[src/rtl/i2s_tx_pkg.sv]
package i2s_tx_pkg;
  localparam int SMP_W  = 32;
  localparam int HALF_W = 9;
  localparam int CFG_W  = 16;

  // control word bit positions
  localparam int B_HALF  = 0;
  localparam int B_WID   = 9;
  localparam int B_MONO  = 11;
  localparam int B_STOP  = 12;
  localparam int B_MUTE  = 13;
  localparam int B_SLAVE = 14;
  localparam int B_CLR   = 15;

  typedef enum logic [1:0] {
    WID_8  = 2'd0,
    WID_16 = 2'd1,
    WID_2X = 2'd2,
    WID_32 = 2'd3
  } wid_e;

  typedef struct packed {
    logic              slave;
    logic              mute;
    logic              stop;
    logic              mono;
    wid_e              wid;
    logic [HALF_W-1:0] half;
  } cfg_t;

  localparam cfg_t CFG_RST = '{slave: 1'b1, mute: 1'b1, stop: 1'b0, mono: 1'b0,
                               wid: WID_16, half: HALF_W'(31)};

  // place the sample at the top of the slot word, zeros below its LSB
  function automatic logic [SMP_W-1:0] justify(input logic [SMP_W-1:0] d, input wid_e w);
    logic [SMP_W-1:0] r;
    case (w)
      WID_8:   r = {d[7:0], {(SMP_W-8){1'b0}}};
      WID_16:  r = {d[15:0], {(SMP_W-16){1'b0}}};
      default: r = d;
    endcase
    return r;
  endfunction
endpackage

[src/rtl/i2s_tx_ctrl.sv]
module i2s_tx_ctrl
  import i2s_tx_pkg::*;
(
  input  logic             clk,
  input  logic             rst_n,
  input  logic             we,
  input  logic [CFG_W-1:0] wdata,
  output cfg_t             cfg,
  output logic             clr
);
  cfg_t cfg_q, cfg_d;
  logic clr_q, clr_d;

  always_comb begin
    cfg_d = cfg_q;
    clr_d = 1'b0;
    if (we) begin
      cfg_d.half  = wdata[B_HALF +: HALF_W];
      cfg_d.wid   = wid_e'(wdata[B_WID +: 2]);
      cfg_d.mono  = wdata[B_MONO];
      cfg_d.stop  = wdata[B_STOP];
      cfg_d.mute  = wdata[B_MUTE];
      cfg_d.slave = wdata[B_SLAVE];
      clr_d       = wdata[B_CLR];
    end
  end

  always_ff @(posedge clk or negedge rst_n) begin
    if (!rst_n) begin
      cfg_q <= CFG_RST;
      clr_q <= 1'b0;
    end else begin
      cfg_q <= cfg_d;
      clr_q <= clr_d;
    end
  end

  assign cfg = cfg_q;
  assign clr = clr_q;
endmodule

[src/rtl/i2s_tx_wsgen.sv]
module i2s_tx_wsgen
  import i2s_tx_pkg::*;
#(
  parameter int BCLK_DIV = 4
) (
  input  logic              clk,
  input  logic              rst_n,
  input  logic              clr,
  input  logic              slave,
  input  logic [HALF_W-1:0] half,
  input  logic              ext_bit_en,
  input  logic              ext_ws,
  output logic              tick,
  output logic              bit_en_o,
  output logic              ws_o,
  output logic              load,
  output logic              chan
);
  localparam int DIV_W = (BCLK_DIV > 2) ? $clog2(BCLK_DIV) : 1;
  localparam logic [DIV_W-1:0] DIV_LAST = DIV_W'(BCLK_DIV - 1);

  logic [DIV_W-1:0]  dcnt_q, dcnt_d;
  logic [HALF_W-1:0] hcnt_q, hcnt_d;
  logic              ws_q, ws_d;
  logic              pend_q, pend_d;
  logic              int_tick, wrap, ws_now;

  always_comb begin
    int_tick = (dcnt_q == DIV_LAST);
    dcnt_d   = int_tick ? '0 : dcnt_q + 1'b1;
    tick     = slave ? ext_bit_en : int_tick;
    wrap     = (hcnt_q >= half);
    ws_now   = slave ? ext_ws : (wrap ? ~ws_q : ws_q);
    hcnt_d   = hcnt_q;
    ws_d     = ws_q;
    pend_d   = pend_q;
    if (tick) begin
      hcnt_d = (slave || wrap) ? '0 : hcnt_q + 1'b1;
      ws_d   = ws_now;
      pend_d = ws_now ^ ws_q;
    end
    if (clr) begin
      dcnt_d = '0;
      hcnt_d = '0;
      ws_d   = 1'b0;
      pend_d = 1'b0;
    end
  end

  always_ff @(posedge clk or negedge rst_n) begin
    if (!rst_n) begin
      dcnt_q <= '0;
      hcnt_q <= '0;
      ws_q   <= 1'b0;
      pend_q <= 1'b0;
    end else begin
      dcnt_q <= dcnt_d;
      hcnt_q <= hcnt_d;
      ws_q   <= ws_d;
      pend_q <= pend_d;
    end
  end

  assign bit_en_o = int_tick & ~slave;
  assign ws_o     = ws_q;
  assign load     = tick & pend_q & ~clr;
  assign chan     = ws_q;
endmodule

[src/rtl/i2s_tx_feed.sv]
module i2s_tx_feed
  import i2s_tx_pkg::*;
(
  input  logic             clk,
  input  logic             rst_n,
  input  logic             clr,
  input  logic             load,
  input  logic             chan,
  input  logic             mono,
  input  logic             stop,
  input  logic             mute,
  input  wid_e             wid,
  input  logic [SMP_W-1:0] smp_data,
  input  logic             smp_valid,
  output logic             smp_ready,
  output logic [SMP_W-1:0] word
);
  logic [SMP_W-1:0] hold_q, hold_d;
  logic [SMP_W-1:0] keep_q, keep_d;
  logic             hvld_q, hvld_d;
  logic             ltk_q, ltk_d;
  logic             take_l, take_r, take, acc;
  logic [SMP_W-1:0] raw;

  always_comb begin
    take_l    = load & ~chan & hvld_q & ~stop;
    take_r    = load & chan & ~mono & ltk_q & hvld_q & ~stop;
    take      = take_l | take_r;
    smp_ready = (~hvld_q | take) & ~stop & ~clr;
    acc       = smp_valid & smp_ready;

    hold_d = acc ? smp_data : hold_q;
    hvld_d = acc | (hvld_q & ~take);
    keep_d = take_l ? hold_q : keep_q;
    ltk_d  = ltk_q;
    if (load) ltk_d = chan ? 1'b0 : take_l;
    if (clr) begin
      hvld_d = 1'b0;
      ltk_d  = 1'b0;
      keep_d = '0;
    end

    if (!chan)     raw = take_l ? hold_q : '0;
    else if (mono) raw = ltk_q ? keep_q : '0;
    else           raw = take_r ? hold_q : '0;
    word = (mute | stop) ? '0 : justify(raw, wid);
  end

  always_ff @(posedge clk or negedge rst_n) begin
    if (!rst_n) begin
      hold_q <= '0;
      keep_q <= '0;
      hvld_q <= 1'b0;
      ltk_q  <= 1'b0;
    end else begin
      hold_q <= hold_d;
      keep_q <= keep_d;
      hvld_q <= hvld_d;
      ltk_q  <= ltk_d;
    end
  end
endmodule

[src/rtl/i2s_tx_shift.sv]
module i2s_tx_shift
  import i2s_tx_pkg::*;
(
  input  logic             clk,
  input  logic             rst_n,
  input  logic             clr,
  input  logic             tick,
  input  logic             load,
  input  logic [SMP_W-1:0] word,
  output logic             sd_o
);
  logic [SMP_W-1:0] sh_q, sh_d;
  logic             sd_q, sd_d;

  always_comb begin
    sh_d = sh_q;
    sd_d = sd_q;
    if (tick) begin
      if (load) begin
        sd_d = word[SMP_W-1];
        sh_d = {word[SMP_W-2:0], 1'b0};
      end else begin
        sd_d = sh_q[SMP_W-1];
        sh_d = {sh_q[SMP_W-2:0], 1'b0};
      end
    end
    if (clr) begin
      sh_d = '0;
      sd_d = 1'b0;
    end
  end

  always_ff @(posedge clk or negedge rst_n) begin
    if (!rst_n) begin
      sh_q <= '0;
      sd_q <= 1'b0;
    end else begin
      sh_q <= sh_d;
      sd_q <= sd_d;
    end
  end

  assign sd_o = sd_q;
endmodule

[src/rtl/i2s_tx_ser.sv]
module i2s_tx_ser
  import i2s_tx_pkg::*;
#(
  parameter int BCLK_DIV = 4
) (
  input  logic             clk,
  input  logic             rst_n,
  input  logic             cfg_we,
  input  logic [CFG_W-1:0] cfg_wdata,
  input  logic [SMP_W-1:0] smp_data,
  input  logic             smp_valid,
  output logic             smp_ready,
  input  logic             ext_bit_en,
  input  logic             ext_ws,
  output logic             bit_en_o,
  output logic             ws_o,
  output logic             sd_o
);
  logic [1:0]       rst_sync_q;
  logic             rst_s;
  cfg_t             cfg;
  logic             clr, tick, load, chan;
  logic             cfg_mute, cfg_stop, cfg_mono, cfg_slave;
  wid_e             cfg_wid;
  logic [SMP_W-1:0] word;

  // asynchronous assert, synchronous release
  always_ff @(posedge clk or negedge rst_n) begin
    if (!rst_n) rst_sync_q <= 2'b00;
    else        rst_sync_q <= {rst_sync_q[0], 1'b1};
  end
  assign rst_s = rst_sync_q[1];

  assign cfg_mute  = cfg.mute;
  assign cfg_stop  = cfg.stop;
  assign cfg_mono  = cfg.mono;
  assign cfg_slave = cfg.slave;
  assign cfg_wid   = cfg.wid;

  i2s_tx_ctrl u_ctrl (
    .clk(clk), .rst_n(rst_s), .we(cfg_we), .wdata(cfg_wdata), .cfg(cfg), .clr(clr)
  );

  i2s_tx_wsgen #(.BCLK_DIV(BCLK_DIV)) u_wsgen (
    .clk(clk), .rst_n(rst_s), .clr(clr), .slave(cfg_slave), .half(cfg.half),
    .ext_bit_en(ext_bit_en), .ext_ws(ext_ws), .tick(tick), .bit_en_o(bit_en_o),
    .ws_o(ws_o), .load(load), .chan(chan)
  );

  i2s_tx_feed u_feed (
    .clk(clk), .rst_n(rst_s), .clr(clr), .load(load), .chan(chan),
    .mono(cfg_mono), .stop(cfg_stop), .mute(cfg_mute), .wid(cfg_wid),
    .smp_data(smp_data), .smp_valid(smp_valid), .smp_ready(smp_ready), .word(word)
  );

  i2s_tx_shift u_shift (
    .clk(clk), .rst_n(rst_s), .clr(clr), .tick(tick), .load(load), .word(word), .sd_o(sd_o)
  );
endmodule

[config.mk]
export PLATFORM = sky130hd
export DESIGN_NAME = i2s_tx_ser
export DESIGN_NICKNAME = d
export VERILOG_FILES = /design/src/rtl/i2s_tx_pkg.sv /design/src/rtl/i2s_tx_ctrl.sv /design/src/rtl/i2s_tx_wsgen.sv /design/src/rtl/i2s_tx_feed.sv /design/src/rtl/i2s_tx_shift.sv /design/src/rtl/i2s_tx_ser.sv
export SDC_FILE = /design/constraint.sdc
export NUM_CORES = 1
export LEC_CHECK = 0
export BUFFER_PORTS_ARGS = -buffer_cell sky130_fd_sc_hd__buf_4
export CORE_MARGIN = 2
export CORE_UTILIZATION = 43
export CTS_CLUSTER_DIAMETER = 150
export DETAILED_ROUTE_END_ITERATION = 8
export PLACE_DENSITY_LB_ADDON = 0.3
export SETUP_SLACK_MARGIN = 0.1
export SLEW_MARGIN = 0
export SYNTH_ARGS = -nofsm -noshare
export SYNTH_HDL_FRONTEND = slang
export SYNTH_SLANG_ARGS = --single-unit
[constraint.sdc]
create_clock -name clk -period 5.2 [get_ports clk]
set_input_delay 1.04 -clock clk [delete_from_list [all_inputs] [get_ports clk]]
set_output_delay 1.04 -clock clk [all_outputs]
set_load 0.01 [all_outputs]
# Word-level counts from Yosys, hierarchy flattened
# Cells that the tools add are included.
[word_totals]
register_bits = 130
latchBits = 0
ramBits = 0
mem_bits_ro = 0
memories = 0
[op_classes]
addsub = 2
multipliers = 0
div = 0
n_lt_le_gt_ge = 1
eq_ne = 2
shifts = 0
muxes = 32
bitwise_logic = 27
reduce_logical = 5
[ops]
columns = ["op", "n"]
rows = [
  ["$mux W32", 11],
  ["$pmux W32 S2", 1],
  ["$mux W9", 3],
  ["$and A1 B1 Y1", 15],
  ["$mux W1", 15],
  ["$add A9 B1 Y9 const B", 1],
  ["$ge A9 B9 Y1", 1],
  ["$not A1 Y1", 7],
  ["$reduce_bool A2 Y1", 3],
  ["$mux W2", 2],
  ["$or A1 B1 Y1", 4],
  ["$add A2 B1 Y2 const B", 1],
  ["$eq A2 B1 Y1 const B", 1],
  ["$eq A2 B2 Y1 const B", 1],
  ["$logic_not A2 Y1", 1],
  ["$logic_or A1 B1 Y1", 1],
  ["$xor A1 B1 Y1", 1],
]

# Logic depth before layout (Yosys ltp)
# Gate-level depths: netlist of run 1.
[logic_depth]
depth_word = 17
ltp_mapped = 8
depth_no_buf = 7

# Cells and area by module
# A second synthesis of run 1 with hierarchy kept.
[hier_totals]
cells_unflattened = 649
area_unflattened_um2 = 6852.8
[by_module_without_submodules]
columns = ["module", "n_inst", "cells_per_inst", "area_each_um2", "seq_area_each_um2"]
rows = [
  ["i2s_tx_feed", 1, 356, 3527.1, 1651.6],
  ["i2s_tx_shift", 1, 142, 1591.5, 800.8],
  ["i2s_tx_wsgen", 1, 114, 1028.5, 325.3],
  ["i2s_tx_ctrl", 1, 34, 651.9, 410.4],
  ["i2s_tx_ser", 1, 3, 53.8, 50.0],
]

# Least setup slack after synthesis of run 1
# No wires, ideal clock.
[synth_timing]
path_type = "input to output"
start = "in ext_bit_en"
end = "out smp_ready"
t_arrival_ns = 1.564
setup_slack_ns = 2.596
path_stages = 3
cell_sequence = "mux2i_1 -> a2111oi_4 -> o21a_1"
[synth_between]
elab_chain_len = 12
elab_cells_between_ends = 15
classes_between = "1 x mux; 14 x bitwise"
[synth_rtl]
columns = ["element", "line_no", "rtl"]
rows = [
  ["from (decl)", "i2s_tx_ser.sv:13", "input logic ext_bit_en,"],
  ["$mux W1 *", "i2s_tx_wsgen.sv:31", "tick = slave ? ext_bit_en : int_tick;"],
  ["$and A1 B1 Y1 * (2 in a row)", "i2s_tx_wsgen.sv:66", "assign load = tick & pend_q & ~clr;"],
  ["$and A1 B1 Y1 (5 in a row)", "i2s_tx_feed.sv:27", "take_r = load & chan & ~mono & ltk_q & hvld_q & ~stop;"],
  ["$or A1 B1 Y1 *", "i2s_tx_feed.sv:28", "take = take_l | take_r;"],
  ["$or A1 B1 Y1 *", "i2s_tx_feed.sv:29", "smp_ready = (~hvld_q | take) & ~stop & ~clr;"],
  ["$and A1 B1 Y1 * (2 in a row)", "i2s_tx_feed.sv:29", ""],
  ["to (decl)", "i2s_tx_ser.sv:12", "output logic smp_ready,"],
]
# Every way passes the cells marked *; elsewhere a longest branch is shown, timed or not.

# Final worst setup path of run 1
# Same ends and word-level chain as after synthesis.

==> impl_metrics.ini, run 1 <==
[status]
status = finished, final reports clean

[synth]
synth-simple-area-share_pct = 13.52
synth_edf_count = 0
synth-xor-area-share_pct = 0.2715
synth_fp_nets = 707
synth_top_area_cell = dfrtp_1
synth.ff_latch_count = 129
synthAdderAreaFrac_pct = 2.133
ys.flop_type = dfrtp_1
synth-compound-area-share_pct = 22.19
async_flop_share_pct = 100.0
yosysTopAreaCellShare_pct = 46.94
synth_top_family_by_area = compound AO/OA/AOI/OAI gates
ys_seq_area_share_pct = 50.19
muxShareOfSynthArea_pct = 7.118
yosys_warnings = 0
syn_avg_cell_area_um2 = 10.05
yosys-top-cells-area = dfrtp_1 (47%), o21ai_0 (6.4%), mux2_1 (5.2%), nand2_1 (4.5%), dfstp_2 (3.3%)
synthDistinctLibCells = 60
synthCells = 642
synthesis.area_um2 = 6451
synth.most_common_cell = dfrtp_1
ys_top_cells_by_count = dfrtp_1 (121), o21ai_0 (82), nand2_1 (77)

[cts]
clk_pin_slew_worst_paths_ns = 0.05
clock-sinks = 129
cts_resized = 0
cts_root_buffer = clkbuf_16
postCtsSetupRepairBufs = 0
cts_buffer_depth = 2
worst_skew_pair.late_latency_ns = 0.42
holdBufCountCts = 0
cts_tree = done
cts_made_buffers = 17
htreeDepth = 4

[global_routing]
grt_max_degree = 77
grt_pass1_wl_um = 25610
antenna_found_initial = 0
grt_overflow_total = 0
grt_pass1_vias = 5010
grt_usage_pct = 20.15

[place]
dp_slack_ns = 2.002
place.gp.congestion = 0.8681
hpwlAfterDp_um = 10330
io_buffers = 57

[sta]
finalCritPeriodShare_pct = 61.59
finClkSkew_ns = 0.007429
rsz0062_at_grt = false
setup_slack_ns = 1.997
maxSlewViolCount = 0
timing.hold.ws_ns = 0.3494
relSlewSlack_pct = 24.25
finalSetupViolCount = 0
worst_pin_slew_ns = 1.136
final_hold_viol_count = 0
max_freq_ghz = 0.3122
fin_setup_tns_ns = 0
min_period_ns = 3.203

[die]
die-area_um2 = 16000
start_util_pct = 44.22
fp.dieH_um = 126.5
die_width_um = 126.5
rows = 44
io_pins = 58
core_area_um2 = 14590

[min_path]
hp-start = rst_sync_q[0]
hp-class = flip-flop to flip-flop
min_delay_path_depth = 0

[route]
totalWireLength_um = 15290
first_pass_iters = 6
ant_nets = 0
drtIter0Drc = 426
drc = 0
wl_per_cell_um = 17.37
vias_per_cell = 5.792
num_vias = 5097

[setup_path]
cpMaxStageDelayCell = buf_4
critPathCapture = smp_ready
arrival_ns = 2.16
cp_max_fo = 20
path_depth = 7
crit_path_start_kind = input pin
critPathRequiredTime_ns = 4.16
rr_startpoint = u_ctrl.clr
critPathKind = input pin to primary output
reg2reg_depth = 4
cp-startpoint = ext_bit_en
path_buf_inv = 4
slowest_delay_ns = 0.30
path_common_cell = buf_4
critical_path.top_delay_family = buffers and inverters
reg2reg_slack_ns = 2.40
endpoint_kind = primary output
crit_chain = buf_4 -> mux2i_1 -> buf_4 -> a2111oi_4 -> buf_4 -> o21a_1 -> buf_4
timing.rr.end = u_feed.keep_q[6]

[run]
maxCapViolations = 0

[final_layout]
multi_input_comb_area_um2 = 2925
fin_nets = 748
diodes = 0
drive_gt1_share_pct = 17.53
synthToLayoutAreaGrowth_pct = 15.94
fillerInstances = 1310
seq_area_um2 = 3242

[pwr]
power_leakage_nw = 3.172
peakVddDrop_uv = 228.9
finalPower_mw = 3.041
power.density_nw_per_um2 = 406.5
-- logic make-up (layout without fill, tap and decap cells) --
group / after synthesis / after routing
AO/OA/AOI/OAI: 217 / 217
AND/OR/NAND/NOR: 179 / 179
flip-flops: 129 / 129
buffers and inverters: 62 / 116
multiplexers: 41 / 41
adder cells (fa/ha/maj): 11 / 11
XOR/XNOR: 2 / 2
other: 1 / 1
-- per-layer routing --
| layer | wire length (um) | vias up | GRT usage [%] |
|---|---|---|---|
| met3 | 792 | 32 | 4.302 |
| li1 | - | 2405 | - |
| met2 | 7308 | 155 | 31.83 |
| met1 | 6773 | 2505 | 26.90 |
| met5 | 0 | - | 0 |
| met4 | 413 | 0 | 8.727 |
-- metrics by stage --
step | std cells | cell area (um^2) | utilization (%)
after floorplan | 642 | 6451 | -
after global placement | 848 | 6957 | 47.68
after detailed placement | 848 | 6957 | 47.68
after CTS | 880 | 7480 | 51.27
after global routing | 880 | 7480 | 51.27
final | 880 | 7480 | 51.27
-- cells in the final DEF (no fill, tap or decap), drive strengths merged, types with 3 or more instances in the layout --
cell type	n
nand2b	30
clkbuf	25
nand3	5
a21oi	34
o21ai	82
dfrtp	121
o21a	14
a32o	3
o221ai	5
a221o	3
clkinv	6
nor2b	5
dfstp	8
a22o	4
a221oi	11
ha	11
mux2	39
a22oi	13
o32ai	3
and3	6
o22ai	7
buf	65
nand2	77
a31oi	3
o31ai	5
and2	11
inv	19
o22a	3
a32oi	12
nor4b	3
a31o	3
nor2	34
-- flip-flops by register name, indices dropped and copies added (netlist names) --
name,count
rst_sync_q,2
u_ctrl.cfg,15
u_ctrl.clr,1
u_feed.hold_q,32
u_feed.hvld_q,1
u_feed.keep_q,32
u_feed.ltk_q,1
u_shift.sd_o,1
u_shift.sh_q,31
u_wsgen.chan,1
u_wsgen.dcnt_q,2
u_wsgen.hcnt_q,9
u_wsgen.pend_q,1
-- worst min-delay path by stage --
| stage | end | slack, ns |
|---|---|---|
| 2_1_floorplan | rst_sync_q[1] | 0.33 |
| 3_3_place_gp | rst_sync_q[1] | 0.34 |
| 3_5_place_dp | rst_sync_q[1] | 0.34 |
| 4_1_cts | rst_sync_q[1] | 0.35 |
| 5_1_grt | rst_sync_q[1] | 0.36 |
| 6_report | rst_sync_q[1] | 0.35 |
-- cell type report --
cell class / instances / area share, %
Sequential cell: 129 / 43.34
Multi-Input combinational cell: 451 / 39.11
Timing Repair Buffer: 65 / 6.524
Clock buffer: 25 / 6.490
Tap cell: 184 / 3.078
Inverter: 19 / 0.9535
Clock inverter: 7 / 0.5018
-- power by group --
group / total, mW / switching [mW] / internal, mW / leakage (nW)
registers: 1.43 / 0.201 / 1.23 / 1.63
logic: 0.547 / 0.286 / 0.260 / 1.28
clock network: 1.06 / 0.422 / 0.641 / 0.261
-- worst reg2reg max path, stage by stage (launching register included) --
cell and delay [ns]:
dfrtp_1 0.35, buf_4 0.27, nor4b_2 0.77, and3_2 0.95
o21ai_0 0.28
Note: power is estimated with default switching activity, not from simulation.
==> run 2: changes to the inputs <==
==> constraint.sdc (replaced) <==
create_clock -name clk -period 3.2 [get_ports clk]
set_input_delay 0.64 -clock clk [delete_from_list [all_inputs] [get_ports clk]]
set_output_delay 0.64 -clock clk [all_outputs]
set_load 0.01 [all_outputs]
==> run 2 against run 1 <==
  * Clock power rose by 79%
  * Combinational power grew 70%
  * Hold slack got worse by 0.0041 ns
  * Largest power group unchanged
  * Register-to-register slack worse by 1.8 ns
==> impl_metrics.ini, run 2 (synthesis results as in run 1) <==
[sta]
min_period_ns = 2.673
finalCritPeriodShare_pct = 83.53
rsz0062_at_grt = false
fin_setup_tns_ns = 0
relSlewSlack_pct = 31.74
maxSlewViolCount = 0
setup_slack_ns = 0.5271
finClkSkew_ns = 0.008212
worst_pin_slew_ns = 1.024
final_hold_viol_count = 0
finalSetupViolCount = 0
max_freq_ghz = 0.3741

[pwr]
power.density_nw_per_um2 = 677.2
finalPower_mw = 5.153
peakVddDrop_uv = 490.5
power_leakage_nw = 3.236

[route]
vias_per_cell = 5.803
ant_nets = 0
first_pass_iters = 5
num_vias = 5153
totalWireLength_um = 15600
wl_per_cell_um = 17.57
drtIter0Drc = 413
drc = 0

[setup_path]
rr_startpoint = u_ctrl.cfg[14]
arrival_ns = 2.03
timing.rr.end = u_shift.sh_q[22]
reg2reg_depth = 5
crit_chain = mux2i_1 -> a2111oi_4 -> o21a_1 -> buf_4
cpMaxStageDelayCell = dfstp_2
slowest_delay_ns = 0.60
critPathCapture = smp_ready
critPathKind = flip-flop to primary output
reg2reg_slack_ns = 0.64
cp_max_fo = 7
crit_path_start_kind = flip-flop
critPathRequiredTime_ns = 2.56
cp-startpoint = u_ctrl.cfg[14]
endpoint_kind = primary output

[min_path]
hp-class = flip-flop to async pin

[final_layout]
fillerInstances = 1286
layout_common_cells = dfrtp_1 (120), o21ai_0 (82), nand2_1 (77)
top_regs = u_feed.hold_q (32), u_feed.keep_q (32), u_shift.sh_q (31)
fin_nets = 756
postLayoutCellArea_um2 = 7609
final_common_cell = dfrtp_1
synthToLayoutAreaGrowth_pct = 17.94
drive_gt1_share_pct = 18.32
instances_no_fill = 888
diodes = 0

[global_routing]
grt_max_degree = 85
grt_overflow_total = 0
grt_usage_pct = 20.49
antenna_found_initial = 0
grt_pass1_wl_um = 26250
grt_pass1_vias = 5179

[cts]
cts_root_buffer = clkbuf_16
cts_resized = 0
clock-sinks = 129
postCtsSetupRepairBufs = 0
cts_buffer_depth = 2
cts_made_buffers = 17
htreeDepth = 4
cts_tree = done
worst_skew_pair.late_latency_ns = 0.42
clk_pin_slew_worst_paths_ns = 0.06

[die]
start_util_pct = 44.22
fp.dieH_um = 126.5
die_width_um = 126.5
rows = 44
core_area_um2 = 14590
die-area_um2 = 16000
io_pins = 58

[place]
hpwlAfterDp_um = 10630
dp_cells = 855
io_buffers = 57
postPlaceCellArea_um2 = 7022
dp_slack_ns = 0.5659
place.gp.congestion = 0.8902

[run]
maxCapViolations = 0

[status]
status = finished, final reports clean
-- run 2: timing repair --
item,in CTS,in global routing
endpoints found under the hold margin,2,0
hold buffers,1,0
setup endpoints to repair,0,0
-- run 2: cell type report --
cell class	instances	area (um^2)	area share [%]
clock buffer	24	471.7	6.200
sequential	129	3242	42.61
multi-input combinational	451	2925	38.45
timing repair buffer	73	563.0	7.400
tap	184	230.2	3.026
inverter	19	71.32	0.9373
clock inverter	8	105.1	1.381
-- run 2: how the worst min path moves through the flow --
| stage | startpoint | to | slack (ns) | depth (start not counted) |
|---|---|---|---|---|
| 2_1_floorplan | rst_sync_q[0] | rst_sync_q[1] | 0.33 | 0 |
| 6_report | rst_sync_q[1] | u_feed.hold_q[26] | 0.35 | 0 |
| 3_3_place_gp | rst_sync_q[0] | rst_sync_q[1] | 0.34 | 0 |
| 4_1_cts | rst_sync_q[0] | rst_sync_q[1] | 0.35 | 0 |
| 3_5_place_dp | rst_sync_q[0] | rst_sync_q[1] | 0.34 | 0 |
| 5_1_grt | rst_sync_q[0] | rst_sync_q[1] | 0.37 | 0 |
-- run 2: critical path: cells and delay by family, from the launching register on --
kind	cells	cell delay, ns
compound gates	2	0.28
buf+inv	1	0.14
flops	1	0.60
mux	1	0.59
-- run 2: where the power goes --
| part | leakage [nW] | switching, mW | internal, mW |
|---|---|---|---|
| clock network | 0.282 | 0.710 | 1.19 |
| logic | 1.33 | 0.489 | 0.440 |
| registers | 1.63 | 0.325 | 2.00 |
| total | 3.24 | 1.52 | 3.63 |
-- run 2: layer usage --
metal / wire [um] / share of wire [%] / vias up / track usage (%)
met1: 6813 / 44 / 2547 / 26.71
met4: 342 / 2.2 / 0 / 7.240
li1: - / - / 2417 / -
met3: 767 / 4.9 / 25 / 4.682
met2: 7679 / 49 / 164 / 33.66
met5: 0 / 0 / - / 0
-- run 2: per-stage QoR --
step	util, %	hold WS [ns]
finish	52.15	0.3452
detailed placement	48.13	0.3355
global placement	48.13	0.3361
floorplan	-	0.3311
CTS	52.15	0.3489
global route	52.15	0.3692
